<file path="src/rtl/fsq_pkg.sv">
package fsq_pkg;

   typedef enum logic [1:0] {
      SEL_ADDR = 2'd0,
      SEL_DATA = 2'd1,
      SEL_CMD  = 2'd2,
      SEL_NONE = 2'd3
   } fsq_sel_e;

   typedef enum logic [1:0] {
      CMD_NOP   = 2'd0,
      CMD_ERASE = 2'd1,
      CMD_WTRIG = 2'd2,
      CMD_WONCE = 2'd3
   } fsq_cmd_e;

   typedef enum logic [1:0] {
      S_IDLE,
      S_ERASE,
      S_WAIT,
      S_PROG
   } fsq_state_e;

   typedef struct packed {
      logic aborted;
      logic locked;
      logic bad_addr;
      logic timeout;
   } fsq_err_t;

   localparam int ST_BUSY    = 0;
   localparam int ST_READY   = 1;
   localparam int ST_TMO     = 2;
   localparam int ST_BADADDR = 3;
   localparam int ST_LOCKED  = 4;
   localparam int ST_ABORT   = 5;
   localparam int ST_OCC_LSB = 8;

endpackage

</file>
<file path="src/rtl/fsq_wbuf.sv">
module fsq_wbuf #(
   parameter int DEPTH = 4,
   parameter int WIDTH = 32
) (
   input  logic             clk,
   input  logic             rst_n,
   input  logic             push,
   input  logic             pop,
   input  logic             flush,
   input  logic [WIDTH-1:0] din,
   output logic [WIDTH-1:0] dout,
   output logic             empty,
   output logic             full,
   output logic [DEPTH-1:0] occ
);

   localparam int AW = (DEPTH > 1) ? $clog2(DEPTH) : 1;
   localparam int CW = $clog2(DEPTH + 1);

   if (DEPTH < 1 || DEPTH > 8) begin : g_bad_depth
      $error("fsq_wbuf: DEPTH must lie in 1..8");
   end

   logic [WIDTH-1:0] mem [DEPTH];
   logic [AW-1:0]    wr_ptr, rd_ptr;
   logic [CW-1:0]    count;
   logic             do_push, do_pop;

   function automatic logic [AW-1:0] ptr_next(input logic [AW-1:0] p);
      return (p == AW'(DEPTH - 1)) ? '0 : p + 1'b1;
   endfunction

   assign empty   = (count == '0);
   assign full    = (count == CW'(DEPTH));
   assign do_push = push && !full && !flush;
   assign do_pop  = pop && !empty && !flush;
   assign dout    = mem[rd_ptr];

   always_ff @(posedge clk) begin
      if (!rst_n) begin
         wr_ptr <= '0;
         rd_ptr <= '0;
         count  <= '0;
      end else if (flush) begin
         wr_ptr <= '0;
         rd_ptr <= '0;
         count  <= '0;
      end else begin
         if (do_push) wr_ptr <= ptr_next(wr_ptr);
         if (do_pop)  rd_ptr <= ptr_next(rd_ptr);
         count <= count + CW'(do_push) - CW'(do_pop);
      end
   end

   always_ff @(posedge clk) begin
      if (do_push) mem[wr_ptr] <= din;
   end

   for (genvar i = 0; i < DEPTH; i++) begin : g_occ
      assign occ[i] = (count > CW'(i));
   end

   a_r3_no_overflow: assert property (@(posedge clk) disable iff (!rst_n)
      (full && push && !pop && !flush) |=> full);

   a_r3_flush_empties: assert property (@(posedge clk) disable iff (!rst_n)
      flush |=> empty);

endmodule

</file>
<file path="src/rtl/fsq_timer.sv">
module fsq_timer #(
   parameter int CW     = 16,
   parameter int RELOAD = 1000
) (
   input  logic clk,
   input  logic rst_n,
   input  logic load,
   input  logic run,
   output logic expired
);

   if (RELOAD < 1 || RELOAD >= (1 << CW)) begin : g_bad_reload
      $error("fsq_timer: RELOAD must fit in CW bits and be nonzero");
   end

   logic [CW-1:0] cnt;

   always_ff @(posedge clk) begin
      if (!rst_n)                 cnt <= CW'(RELOAD);
      else if (load)              cnt <= CW'(RELOAD);
      else if (run && cnt != '0)  cnt <= cnt - 1'b1;
   end

   assign expired = (cnt == '0);

   a_r6_hold_when_idle: assert property (@(posedge clk) disable iff (!rst_n)
      (!load && !run) |=> $stable(cnt));

   a_r6_steps_down: assert property (@(posedge clk) disable iff (!rst_n)
      (!load && run && !expired) |=> (cnt == $past(cnt) - 1'b1));

endmodule

</file>
<file path="src/rtl/fsq_addr_chk.sv">
module fsq_addr_chk #(
   parameter int FLASH_BYTES = 65536,
   parameter int PAGE_BYTES  = 2048
) (
   input  logic [31:0] addr,
   input  logic [31:0] lock_mask,
   output logic        out_of_range,
   output logic        page_locked,
   output logic [31:0] page_base
);

   localparam int PAGES = FLASH_BYTES / PAGE_BYTES;
   localparam int PB    = $clog2(PAGE_BYTES);
   localparam int PIW   = (PAGES > 1) ? $clog2(PAGES) : 1;

   if ((1 << PB) != PAGE_BYTES || PAGES * PAGE_BYTES != FLASH_BYTES
       || PAGES < 1 || PAGES > 32) begin : g_bad_geom
      $error("fsq_addr_chk: page size must be a power of two, 1..32 whole pages");
   end

   assign out_of_range = ({1'b0, addr} >= 33'(FLASH_BYTES));
   assign page_base    = {addr[31:PB], {PB{1'b0}}};

   if (PAGES == 1) begin : g_one_page
      assign page_locked = lock_mask[0];
   end else begin : g_many_pages
      logic [PIW-1:0] page_idx;
      assign page_idx    = addr[PB +: PIW];
      assign page_locked = lock_mask[page_idx];
   end

endmodule

</file>
<file path="src/rtl/flash_wr_seq.sv">
module flash_wr_seq
   import fsq_pkg::*;
#(
   parameter int FLASH_BYTES = 65536,
   parameter int PAGE_BYTES  = 2048,
   parameter int BUF_DEPTH   = 4,
   parameter int TMO_BITS    = 16,
   parameter int TMO_RELOAD  = 1000
) (
   input  logic        clk,
   input  logic        rst_n,
   input  logic        reg_wr,
   input  logic [1:0]  reg_sel,
   input  logic [31:0] reg_wdata,
   input  logic [31:0] lock_mask,
   input  logic        irq,
   output logic        fl_erase,
   output logic        fl_prog,
   output logic [31:0] fl_addr,
   output logic [31:0] fl_wdata,
   input  logic        fl_done,
   output logic        seq_owns_flash,
   output logic [31:0] status
);

   localparam int PB = $clog2(PAGE_BYTES);

   if (BUF_DEPTH > ST_OCC_LSB + 8 || ST_OCC_LSB + BUF_DEPTH > 32) begin : g_bad_occ
      $error("flash_wr_seq: occupancy field does not fit the status word");
   end

   fsq_state_e           state;
   fsq_err_t             err;
   logic [31:0]          addr_q;
   logic [31:0]          wd_q;
   logic                 once_q;
   logic                 ready_q;

   fsq_cmd_e             cmd_code;
   logic                 cmd_hit, accept, addr_ld, push;
   logic                 oor, lk;
   logic [31:0]          page_base;
   logic                 new_oor;
   logic                 buf_empty, buf_full, pop, flush;
   logic [31:0]          buf_dout;
   logic [BUF_DEPTH-1:0] occ;
   logic                 tmr_load, tmr_run, tmr_expired;
   logic                 word_ok;

   assign cmd_code = fsq_cmd_e'(reg_wdata[1:0]);
   assign cmd_hit  = reg_wr && (reg_sel == 2'(SEL_CMD)) && (cmd_code != CMD_NOP);
   assign accept   = cmd_hit && (state == S_IDLE);
   assign addr_ld  = reg_wr && (reg_sel == 2'(SEL_ADDR)) && (state == S_IDLE);
   assign push     = reg_wr && (reg_sel == 2'(SEL_DATA));
   assign new_oor  = ({1'b0, reg_wdata} >= 33'(FLASH_BYTES));

   fsq_addr_chk #(
      .FLASH_BYTES (FLASH_BYTES),
      .PAGE_BYTES  (PAGE_BYTES)
   ) i_chk (
      .addr         (addr_q),
      .lock_mask    (lock_mask),
      .out_of_range (oor),
      .page_locked  (lk),
      .page_base    (page_base)
   );

   assign word_ok = (state == S_WAIT) && !buf_empty && !oor && !lk;
   assign pop     = word_ok;
   assign flush   = ((state == S_WAIT) && !buf_empty && (oor || lk))
                 || ((state == S_WAIT) && buf_empty && tmr_expired)
                 || ((state == S_PROG) && fl_done && once_q);

   fsq_wbuf #(
      .DEPTH (BUF_DEPTH),
      .WIDTH (32)
   ) i_buf (
      .clk   (clk),
      .rst_n (rst_n),
      .push  (push),
      .pop   (pop),
      .flush (flush),
      .din   (reg_wdata),
      .dout  (buf_dout),
      .empty (buf_empty),
      .full  (buf_full),
      .occ   (occ)
   );

   assign tmr_load = accept || ((state == S_PROG) && fl_done);
   assign tmr_run  = (state == S_WAIT) && buf_empty;

   fsq_timer #(
      .CW     (TMO_BITS),
      .RELOAD (TMO_RELOAD)
   ) i_tmr (
      .clk     (clk),
      .rst_n   (rst_n),
      .load    (tmr_load),
      .run     (tmr_run),
      .expired (tmr_expired)
   );

   always_ff @(posedge clk) begin
      if (!rst_n) begin
         ready_q <= 1'b1;
      end else if (flush) begin
         ready_q <= 1'b1;
      end else if (push) begin
         ready_q <= 1'b0;
      end else if (pop) begin
         ready_q <= 1'b1;
      end
   end

   always_ff @(posedge clk) begin
      if (!rst_n) begin
         state  <= S_IDLE;
         err    <= '0;
         addr_q <= '0;
         wd_q   <= '0;
         once_q <= 1'b0;
      end else begin
         case (state)
            S_IDLE: begin
               if (accept) begin
                  err          <= '0;
                  err.bad_addr <= oor;
                  err.locked   <= !oor && lk;
                  once_q       <= (cmd_code == CMD_WONCE);
                  if (!oor && !lk) begin
                     state <= (cmd_code == CMD_ERASE) ? S_ERASE : S_WAIT;
                  end
               end else if (addr_ld) begin
                  addr_q <= {reg_wdata[31:2], 2'b00};
                  if (new_oor) err.bad_addr <= 1'b1;
               end
            end
            S_ERASE: begin
               if (fl_done) begin
                  state <= S_IDLE;
               end else if (irq) begin
                  err.aborted <= 1'b1;
                  state       <= S_IDLE;
               end
            end
            S_WAIT: begin
               if (!buf_empty) begin
                  if (oor) begin
                     err.bad_addr <= 1'b1;
                     state        <= S_IDLE;
                  end else if (lk) begin
                     err.locked <= 1'b1;
                     state      <= S_IDLE;
                  end else begin
                     wd_q  <= buf_dout;
                     state <= S_PROG;
                  end
               end else if (tmr_expired) begin
                  err.timeout <= 1'b1;
                  state       <= S_IDLE;
               end
            end
            S_PROG: begin
               if (fl_done) begin
                  addr_q <= addr_q + 32'd4;
                  state  <= once_q ? S_IDLE : S_WAIT;
               end
            end
            default: state <= S_IDLE;
         endcase
      end
   end

   assign fl_erase       = (state == S_ERASE);
   assign fl_prog        = (state == S_PROG);
   assign fl_addr        = (state == S_ERASE) ? page_base : addr_q;
   assign fl_wdata       = wd_q;
   assign seq_owns_flash = (state != S_IDLE);

   always_comb begin
      status                            = '0;
      status[ST_BUSY]                   = (state != S_IDLE);
      status[ST_READY]                  = ready_q;
      status[ST_TMO]                    = err.timeout;
      status[ST_BADADDR]                = err.bad_addr;
      status[ST_LOCKED]                 = err.locked;
      status[ST_ABORT]                  = err.aborted;
      status[ST_OCC_LSB +: BUF_DEPTH]   = occ;
   end

   a_r4_prog_held: assert property (@(posedge clk) disable iff (!rst_n)
      (fl_prog && !fl_done) |=> fl_prog);

   a_r4_strobes_exclusive: assert property (@(posedge clk) disable iff (!rst_n)
      !(fl_prog && fl_erase));

   a_r11_erase_aligned: assert property (@(posedge clk) disable iff (!rst_n)
      fl_erase |-> (fl_addr[PB-1:0] == '0));

   a_r8_addr_frozen: assert property (@(posedge clk) disable iff (!rst_n)
      (fl_erase && reg_wr) |=> $stable(addr_q));

   a_r12_abort_cause: assert property (@(posedge clk) disable iff (!rst_n)
      $rose(err.aborted) |-> ($past(irq) && $past(fl_erase) && !$past(fl_done)));

   a_r6_timeout_releases: assert property (@(posedge clk) disable iff (!rst_n)
      $rose(err.timeout) |-> !seq_owns_flash);

   a_r2_ready_drops: assert property (@(posedge clk) disable iff (!rst_n)
      (push && !flush) |=> !status[ST_READY]);

endmodule

</file>
<file path="config.mk">
export PLATFORM = sky130hd
export DESIGN_NAME = flash_wr_seq
export DESIGN_NICKNAME = d
export VERILOG_FILES = /design/src/rtl/fsq_pkg.sv /design/src/rtl/fsq_wbuf.sv /design/src/rtl/fsq_timer.sv /design/src/rtl/fsq_addr_chk.sv /design/src/rtl/flash_wr_seq.sv
export SDC_FILE = /design/constraint.sdc
export NUM_CORES = 1
export LEC_CHECK = 0
export ABC_AREA = 1
export CORE_MARGIN = 2
export CORE_UTILIZATION = 58
export CTS_CLUSTER_SIZE = 20
export DETAILED_ROUTE_END_ITERATION = 8
export DONT_BUFFER_PORTS = 1
export HOLD_SLACK_MARGIN = 0.1
export PLACE_DENSITY_LB_ADDON = 0.25
export SLEW_MARGIN = 10
export SYNTH_ARGS = -nofsm -noshare
export SYNTH_HDL_FRONTEND = slang
export SYNTH_SLANG_ARGS = --single-unit
</file>
<file path="constraint.sdc">
create_clock -name clk -period 3.3 [get_ports clk]
set_input_delay 0.495 -clock clk [delete_from_list [all_inputs] [get_ports clk]]
set_output_delay 0.495 -clock clk [all_outputs]
set_load 0.02 [all_outputs]
</file>
==> results of run 1 <==
[per-layer routing]
layer  wire [um]  track usage [%]
met1       10600             35.4
met3        2310             6.04
met2       12200             43.5
met5           0                0
met4         520             7.41
[synth_stat cells (2+ instances only)]
cell type	n
buf_4	53
a311oi_1	2
ha_1	12
inv_1	92
nand2_1	173
o21ai_1	2
a221oi_1	3
o22ai_1	35
a211oi_1	6
nor3_1	13
edfxtp_1	128
nor2_2	4
o31ai_1	2
nor4_1	12
a21oi_2	2
nor2_1	225
nand4_1	7
or2_0	2
o21ai_0	129
dfxtp_1	93
a31oi_1	5
xor2_1	4
nand2_2	4
o211ai_1	9
clkbuf_1	28
or2_2	3
a21oi_1	43
nand3_2	3
buf_2	11
nand3b_1	6
nand3_1	57
buf_6	2
inv_2	11
nor2_4	2
[through the flow]
step	utilization (%)	worst slack [ns]	instances	power [mW]
floorplan	-	0.146	1226	3.42
global placement	58.7	0.631	1380	3.45
detailed placement	58.7	0.586	1380	3.45
CTS	64.7	0.547	1457	6.01
global route	64.7	0.302	1457	6.19
finish	64.7	0.523	1457	5.99
[worst max-delay path, delay by kind of cell (launching register included)]
family                 cells  cell delay, ns
and+or+nand+nor           11            1.29
buffers and inverters      3            0.66
DFF                        1            0.49
[report_power, final]
group	switching, mW	internal, mW	leakage [nW]	total (mW)
combinational	0.278	0.133	2.01	0.411
sequential	0.0692	2.97	1.91	3.04
clock	1.07	1.47	0.358	2.54
total	1.42	4.57	4.28	5.99
[cell type report]
class	count	share of cell area (%)
flip-flops and latches	221	49.5
multi-input cells	803	33.8
clock inverters	12	0.781
repair buffers	55	4.40
clock buffers	32	5.65
well taps	229	2.48
inverters	105	3.44
[cell families after synthesis]
kind of cell | after synthesis | share of synthesized area (%)
adder cells (fa/ha/maj) | 13 | 1.62
XOR/XNOR | 5 | 0.417
multiplexers | 1 | 0.0953
buffers and inverters | 202 | 9.47
flip-flops | 221 | 54.3
AND/OR/NAND/NOR | 516 | 21.1
other | 1 | 0.0357
AO/OA/AOI/OAI | 244 | 13.0
[worst max-delay path by stage]
stage / to / slack (ns)
global placement: i_buf.mem[2][6]$_DFFE_PP_ / 0.63
finish: i_buf.mem[0][27]$_DFFE_PP_ / 0.52
global route: i_buf.count[2]$_SDFF_PP0_ / 0.30
detailed placement: i_buf.count[2]$_SDFF_PP0_ / 0.59
CTS: i_buf.count[2]$_SDFF_PP0_ / 0.55
floorplan: i_buf.mem[0][0]$_DFFE_PP_ / 0.15
[registers in the layout (all words and copies together), names as in the netlist]
register,cells
status,4
i_buf.wr_ptr,2
i_buf.rd_ptr,2
addr_q,30
i_tmr.cnt,16
once_q,1
state,2
i_buf.mem,128
fl_wdata,32
ready_q,1
i_buf.count,3
==> metrics.md, run 1 <==
| Metric | Value |
|---|---|
| Outcome | `complete, no violations` |
| Die width | `around 140 um` |
| Via count | `just over 8000` |
| Fin crit period | `2.78 ns` |
| Largest net degree at the start of global routing | `44` |
| Gpl congestion | `0.903` |
| Grt total ovfl | `0` |
| FFs w/ async S/R, synth | `0%` |
| Sequential cell area | `0.00571 mm^2` |
| Seq cells post-synth | `221` |
| WP data arrival | `2.98 ns` |
| Core Region | `roughly 0.018 mm^2` |
| Die area | `0.0192 mm^2` |
| EDFF count, synth | `between 100 and 150` |
| Area share of the largest cell type after synthesis | `36.6%` |
| Setup crit start | `addr_q[11]$_SDFFE_PN0P_` |
| Area growth syn-to-layout | `9.86%` |
| Leading cell types in the layout, fill and taps excluded | `nor2_1, nand2_1, o21ai_0` |
| FF-to-FF path depth | `14` |
| Ys flop type | `edfxtp_1` |
| Hold Path Origin | `rst_n` |
| Setup TNS | `0 ns` |
| Top cell type by total area after synthesis | `edfxtp_1` |
| Post-synth cell types | `54` |
| I/O Pins | `170` |
| CTS max path bufs | `3` |
| Slew margin rel. | `35.5%` |
| PD cells | `519 mW/mm^2` |
| Placed instance area | `0.0105 mm^2` |
| Commonest non-fill, non-tap cell in the layout | `nor2_1` |
| Chip height | `139 um` |
| Vias/cell | `~5.7` |
| Synth top area cells | `edfxtp_1, dfxtp_1, nor2_1` |
| Root Driver | `clkbuf_16` |
| Residual DRC count | `0` |
| WP data required | `approximately 3.5 ns` |
| Final WL | `25600 um` |
| Setup Buffers After CTS | `0` |
| Final period utilization | `84.1%` |
| Mapped cell area | `0.0105 mm^2` |
| Footprint of the multi-input gates | `0.00390 mm^2` |
| Max Cap Violations | `0` |
| Reg-to-reg slack, setup | `between 0.5 and 0.6 ns` |
| Clock transition at the registers of the reported paths | `0.07 ns` |
| Drt wl/cell | `between 15 and 20 um` |
| Initial antenna violation count | `1` |
| Vias in the first global route | `7633` |
| Worst-path cell with the longest stage delay | `dfxtp_1` |
| Fill count | `1478` |
| Synthesized area per cell | `8.73 um^2` |
| Cell count after synthesis | `1203` |
| Final non-filler cell area | `0.0115 mm^2` |
| Leakage | `roughly 4.3 nW` |
| Hpwl dp | `about 17000 um` |
| Peak VDD IR | `roughly 0.41 mV` |
| RSZ-0062 raised after global routing | `no` |
| Number of buffers created by CTS | `24` |
| CP Class | `register to register` |
| CP Max Fanout | `27` |
| Worst R2R Start | `addr_q[11]$_SDFFE_PN0P_` |
| Slew Viols, Final | `0` |
| Final Hold Viols | `0` |
| Final number of setup-violating endpoints | `0` |
| Initial Utilization | `approximately three fifths` |
| Critical Path End Type | `register` |
| YS warnings | `0` |
| # port buffers | `0` |
| Hold Path Stages | `2` |
| Skew final | `between 0.02 and 0.03 ns` |
| Number of core rows | `49` |
| Antenna viol nets, final | `0` |
| First-pass iteration count of the detailed router | `5` |
| Iteration-0 DRC Markers | `roughly 650` |
| Sinks on Clock Net | `221` |
| Max Fclk | `360 MHz` |
| Share of layout cells above drive strength 1 | `7.49%` |
| GRT Overall Usage | `26.4%` |
| Hold Crit Class | `input port to register` |
| Hold endpoint | `fl_wdata[7]$_SDFFE_PN0P_` |
| Post-CTS Hold Buffers | `33` |
| RR Endpoint | `i_buf.mem[0][27]$_DFFE_PP_` |
| # nets final | `1294` |
| Startpoint types | `register` |
| CTS tree | `done` |
| Seq/Total Area, Yosys | `a little over half` |
| WHS | `0.123 ns` |
| PostCTS Resize Cnt | `0` |
| Global-route wire length before repair | `40900 um` |
| ANT cells | `0` |
| Clk_lat worst skew | `~0.52 ns` |
| Crit path cell chain | `buf_4, nand2_1, nand3_1, nand2_1, nand2_1, nand2_1, nand2_1, nand2_1, inv_2, nand3_1, nand2_1, nand3_2, nor2_2, buf_12` |
| Slew at the pin closest to its max-slew limit | `0.967 ns` |
| Worst path max stage delay | `0.49 ns` |
| CTS H-tree depth | `1` |
| Most frequent CP cell | `nand2_1` |
Power figures use the tool's default switching activity.
==> run 2, diff against run 1 <==
clock period = 2.3 ns   (was 3.3 ns; I/O delays follow)
==> metrics.md, run 2 (same netlist as run 1, synthesis figures left out) <==
| Metric | Value |
|---|---|
| Slew margin rel. | `51.8% (+16 points)` |
| Clock power share | `41.8% (-0.6 points)` |
| CTS max path bufs | `3 (unchanged)` |
| Max Fclk | `432 MHz (+20%)` |
| Sinks on Clock Net | `221 (unchanged)` |
| Placed instance area | `0.0110 mm^2 (+4.7%)` |
| Via count | `8587 (+3.8%)` |
| GRT Overall Usage | `27.5% (+1.1 points)` |
| Largest register FFs | `128 (unchanged)` |
| Clock transition at the registers of the reported paths | `0.06 ns (about the same)` |
| Vias/cell | `5.69 (+0.26%)` |
| Failing checks | `negative setup slack` |
| Number of core rows | `49 (unchanged)` |
| Flop pwr share | `49.4% (-1.3 points)` |
| WP data required | `2.74 ns (-0.76 ns)` |
| Core Region | `0.0178 mm^2 (unchanged)` |
| Number of buffers created by CTS | `23 (-4.2%)` |
| Clk_lat worst skew | `0.51 ns (about the same)` |
| WP data arrival | `2.75 ns (-0.23 ns)` |
| RSZ-0062 raised after global routing | `yes` |
| Share of total power in combinational logic | `8.9% (+2.0 points)` |
| Skew final | `0.0163 ns (-0.00881 ns)` |
| Root Driver | `clkbuf_16` |
| Vias in the first global route | `8106 (+6.2%)` |
| Iteration-0 DRC Markers | `777 (+19%)` |
| Final Hold Viols | `0 (unchanged)` |
| Drt wl/cell | `18.3 um (+4.3%)` |
| Chip height | `139 um (unchanged)` |
| Most frequent CP cell | `nand2_1` |
| PD cells | `713 mW/mm^2 (+37%)` |
| Grt total ovfl | `0 (unchanged)` |
| Final WL | `27700 um (+8.1%)` |
| Slew Viols, Final | `0 (unchanged)` |
| Final non-filler cell area | `0.0123 mm^2 (+6.3%)` |
| Worst path max stage delay | `0.52 ns (+0.03 ns)` |
| Crit path cell chain | `clkbuf_16, nand2_4, nand3_2, nand2_1, nand2_1, nand2_1, inv_1, nand2_2, nand2_4, nand4_4, inv_4, ha_4, inv_2, ha_4, fa_2, inv_2, nor2_1` |
| Initial antenna violation count | `1 (unchanged)` |
| Initial Utilization | `58.9% (unchanged)` |
| Global-route wire length before repair | `42300 um (+3.5%)` |
| PnR Total Power | `8.74 mW (+46%)` |
| Die width | `139 um (unchanged)` |
| Hold Crit Class | `input port to register` |
| WHS | `0.113 ns (-0.00936 ns)` |
| Residual DRC count | `0 (unchanged)` |
| Final number of setup-violating endpoints | `1 (+1)` |
| # nets final | `1348 (+4.2%)` |
| Cell family contributing the most delay on the critical path | `adder cells` |
| Peak VDD IR | `0.621 mV (+52%)` |
| Area growth syn-to-layout | `16.8%` |
| Max Cap Violations | `0 (unchanged)` |
| Gpl congestion | `0.949 (+5.2%)` |
| Switching pwr | `2.07 mW (+46%)` |
| CTS H-tree depth | `1 (unchanged)` |
| Slew at the pin closest to its max-slew limit | `0.723 ns (-0.244 ns)` |
| ANT cells | `0 (unchanged)` |
| Commonest non-fill, non-tap cell in the layout | `nor2_1` |
| Leakage | `4.67 nW (+9.1%)` |
| Largest net degree at the start of global routing | `44 (unchanged)` |
| Share of layout cells above drive strength 1 | `13.7% (+6.2 points)` |
| Worst-path cell with the longest stage delay | `fa_2` |
| CP Class | `register to register` |
| Startpoint types | `register` |
| I/O Pins | `170 (unchanged)` |
| Die area | `0.0192 mm^2 (unchanged)` |
| Hpwl dp | `17600 um (+5.1%)` |
| CP Max Fanout | `8 (-70%)` |
| Largest reg by FF count | `i_buf.mem` |
| Leading cell types in the layout, fill and taps excluded | `nor2_1, nand2_1, o21ai_0` |
| Final period utilization | `101% (+16 points)` |
| First-pass iteration count of the detailed router | `5 (unchanged)` |
| Buf/Inv on CP | `5 (+2)` |
| P_int | `6.67 mW (+46%)` |
| # port buffers | `0 (unchanged)` |
| Critical Path End Type | `register` |
| CTS tree | `done` |
| Antenna viol nets, final | `0 (unchanged)` |
| Fin crit period | `2.31 ns (-0.463 ns)` |
| Outcome | `finished, violations left` |
| PnR worst setup slack | `-0.0139 ns (-0.537 ns)` |
| Sw Ratio | `23.7% (about the same)` |
-- run 2: changes by cell type in the layout (fill, tap and decap cells not counted), sizes merged --
cell | before | now
buf | 22 | 73
clkbuf | 32 | 37
clkinv | 9 | 6
inv | 106 | 105
-- run 2: metal layers --
metal,up-vias,GRT usage [%],routed length [um]
li1,4135,-,-
met1,3964,35.6,10800
met2,423,46.0,13100
met3,65,6.42,2870
met4,0,9.13,853
met5,-,0,0
-- run 2: layout make-up --
cell class,instances,area (um^2)
clock buffer,33,673
clock inverter,8,73.8
fill,1391,5570
inverter,105,404
multi-input combinational,803,4040
sequential,221,5710
tap,229,287
timing repair buffer,110,1080
-- run 2: path summary, 6_finish.rpt --
kind	start	end	slack, ns	cells after the start
min reg2reg	i_tmr.cnt[12]$_SDFFE_PP0P_	i_tmr.cnt[12]$_SDFFE_PP0P_	0.49	2
min	reg_wdata[14]	addr_q[14]$_SDFFE_PN0P_	0.11	2
max reg2reg	addr_q[11]$_SDFFE_PN0P_	i_buf.count[1]$_SDFF_PP0_	-0.01	17
max	addr_q[11]$_SDFFE_PN0P_	i_buf.count[1]$_SDFF_PP0_	-0.01	17
-- run 2: power groups by stage --
stage               Clock, mW  Combinational (mW)  Sequential (mW)
floorplan                   0               0.521             4.40
global placement            0               0.638             4.40
detailed placement          0               0.645             4.40
CTS                      3.66               0.750             4.32
global route             3.81               0.841             4.33
finish                   3.65               0.774             4.32
-- run 2: worst register-to-register path, cell delays in order, from the launching register on --
cell and delay [ns]:
dfxtp_4 0.38, clkbuf_16 0.17, nand2_4 0.06, nand3_2 0.06, nand2_1 0.06, nand2_1 0.05, nand2_1 0.06, inv_1 0.04
nand2_2 0.08, nand2_4 0.07, nand4_4 0.11, inv_4 0.04, ha_4 0.25, inv_2 0.04, ha_4 0.14, fa_2 0.52
inv_2 0.03, nor2_1 0.08
-- run 2: timing repair --
item,CTS,global route
buffers inserted,0,2
pin swaps,0,16
setup endpoints to repair,1,130
resized for setup,3,23
hold endpoints to repair,186,0
cloned,0,4
hold buffers,34,0
-- run 2: per-stage QoR --
| step | util [%] | TNS (ns) | setup WS (ns) | std cells |
|---|---|---|---|---|
| floorplan | - | -1.18 | -0.0580 | 1226 |
| global placement | 61.4 | 0 | 0.0224 | 1428 |
| detailed placement | 61.4 | 0 | 0.00623 | 1428 |
| CTS | 67.6 | 0 | 0.00442 | 1503 |
| global route | 68.8 | -1.71 | -0.112 | 1509 |
| finish | 68.8 | -0.0139 | -0.0139 | 1509 |
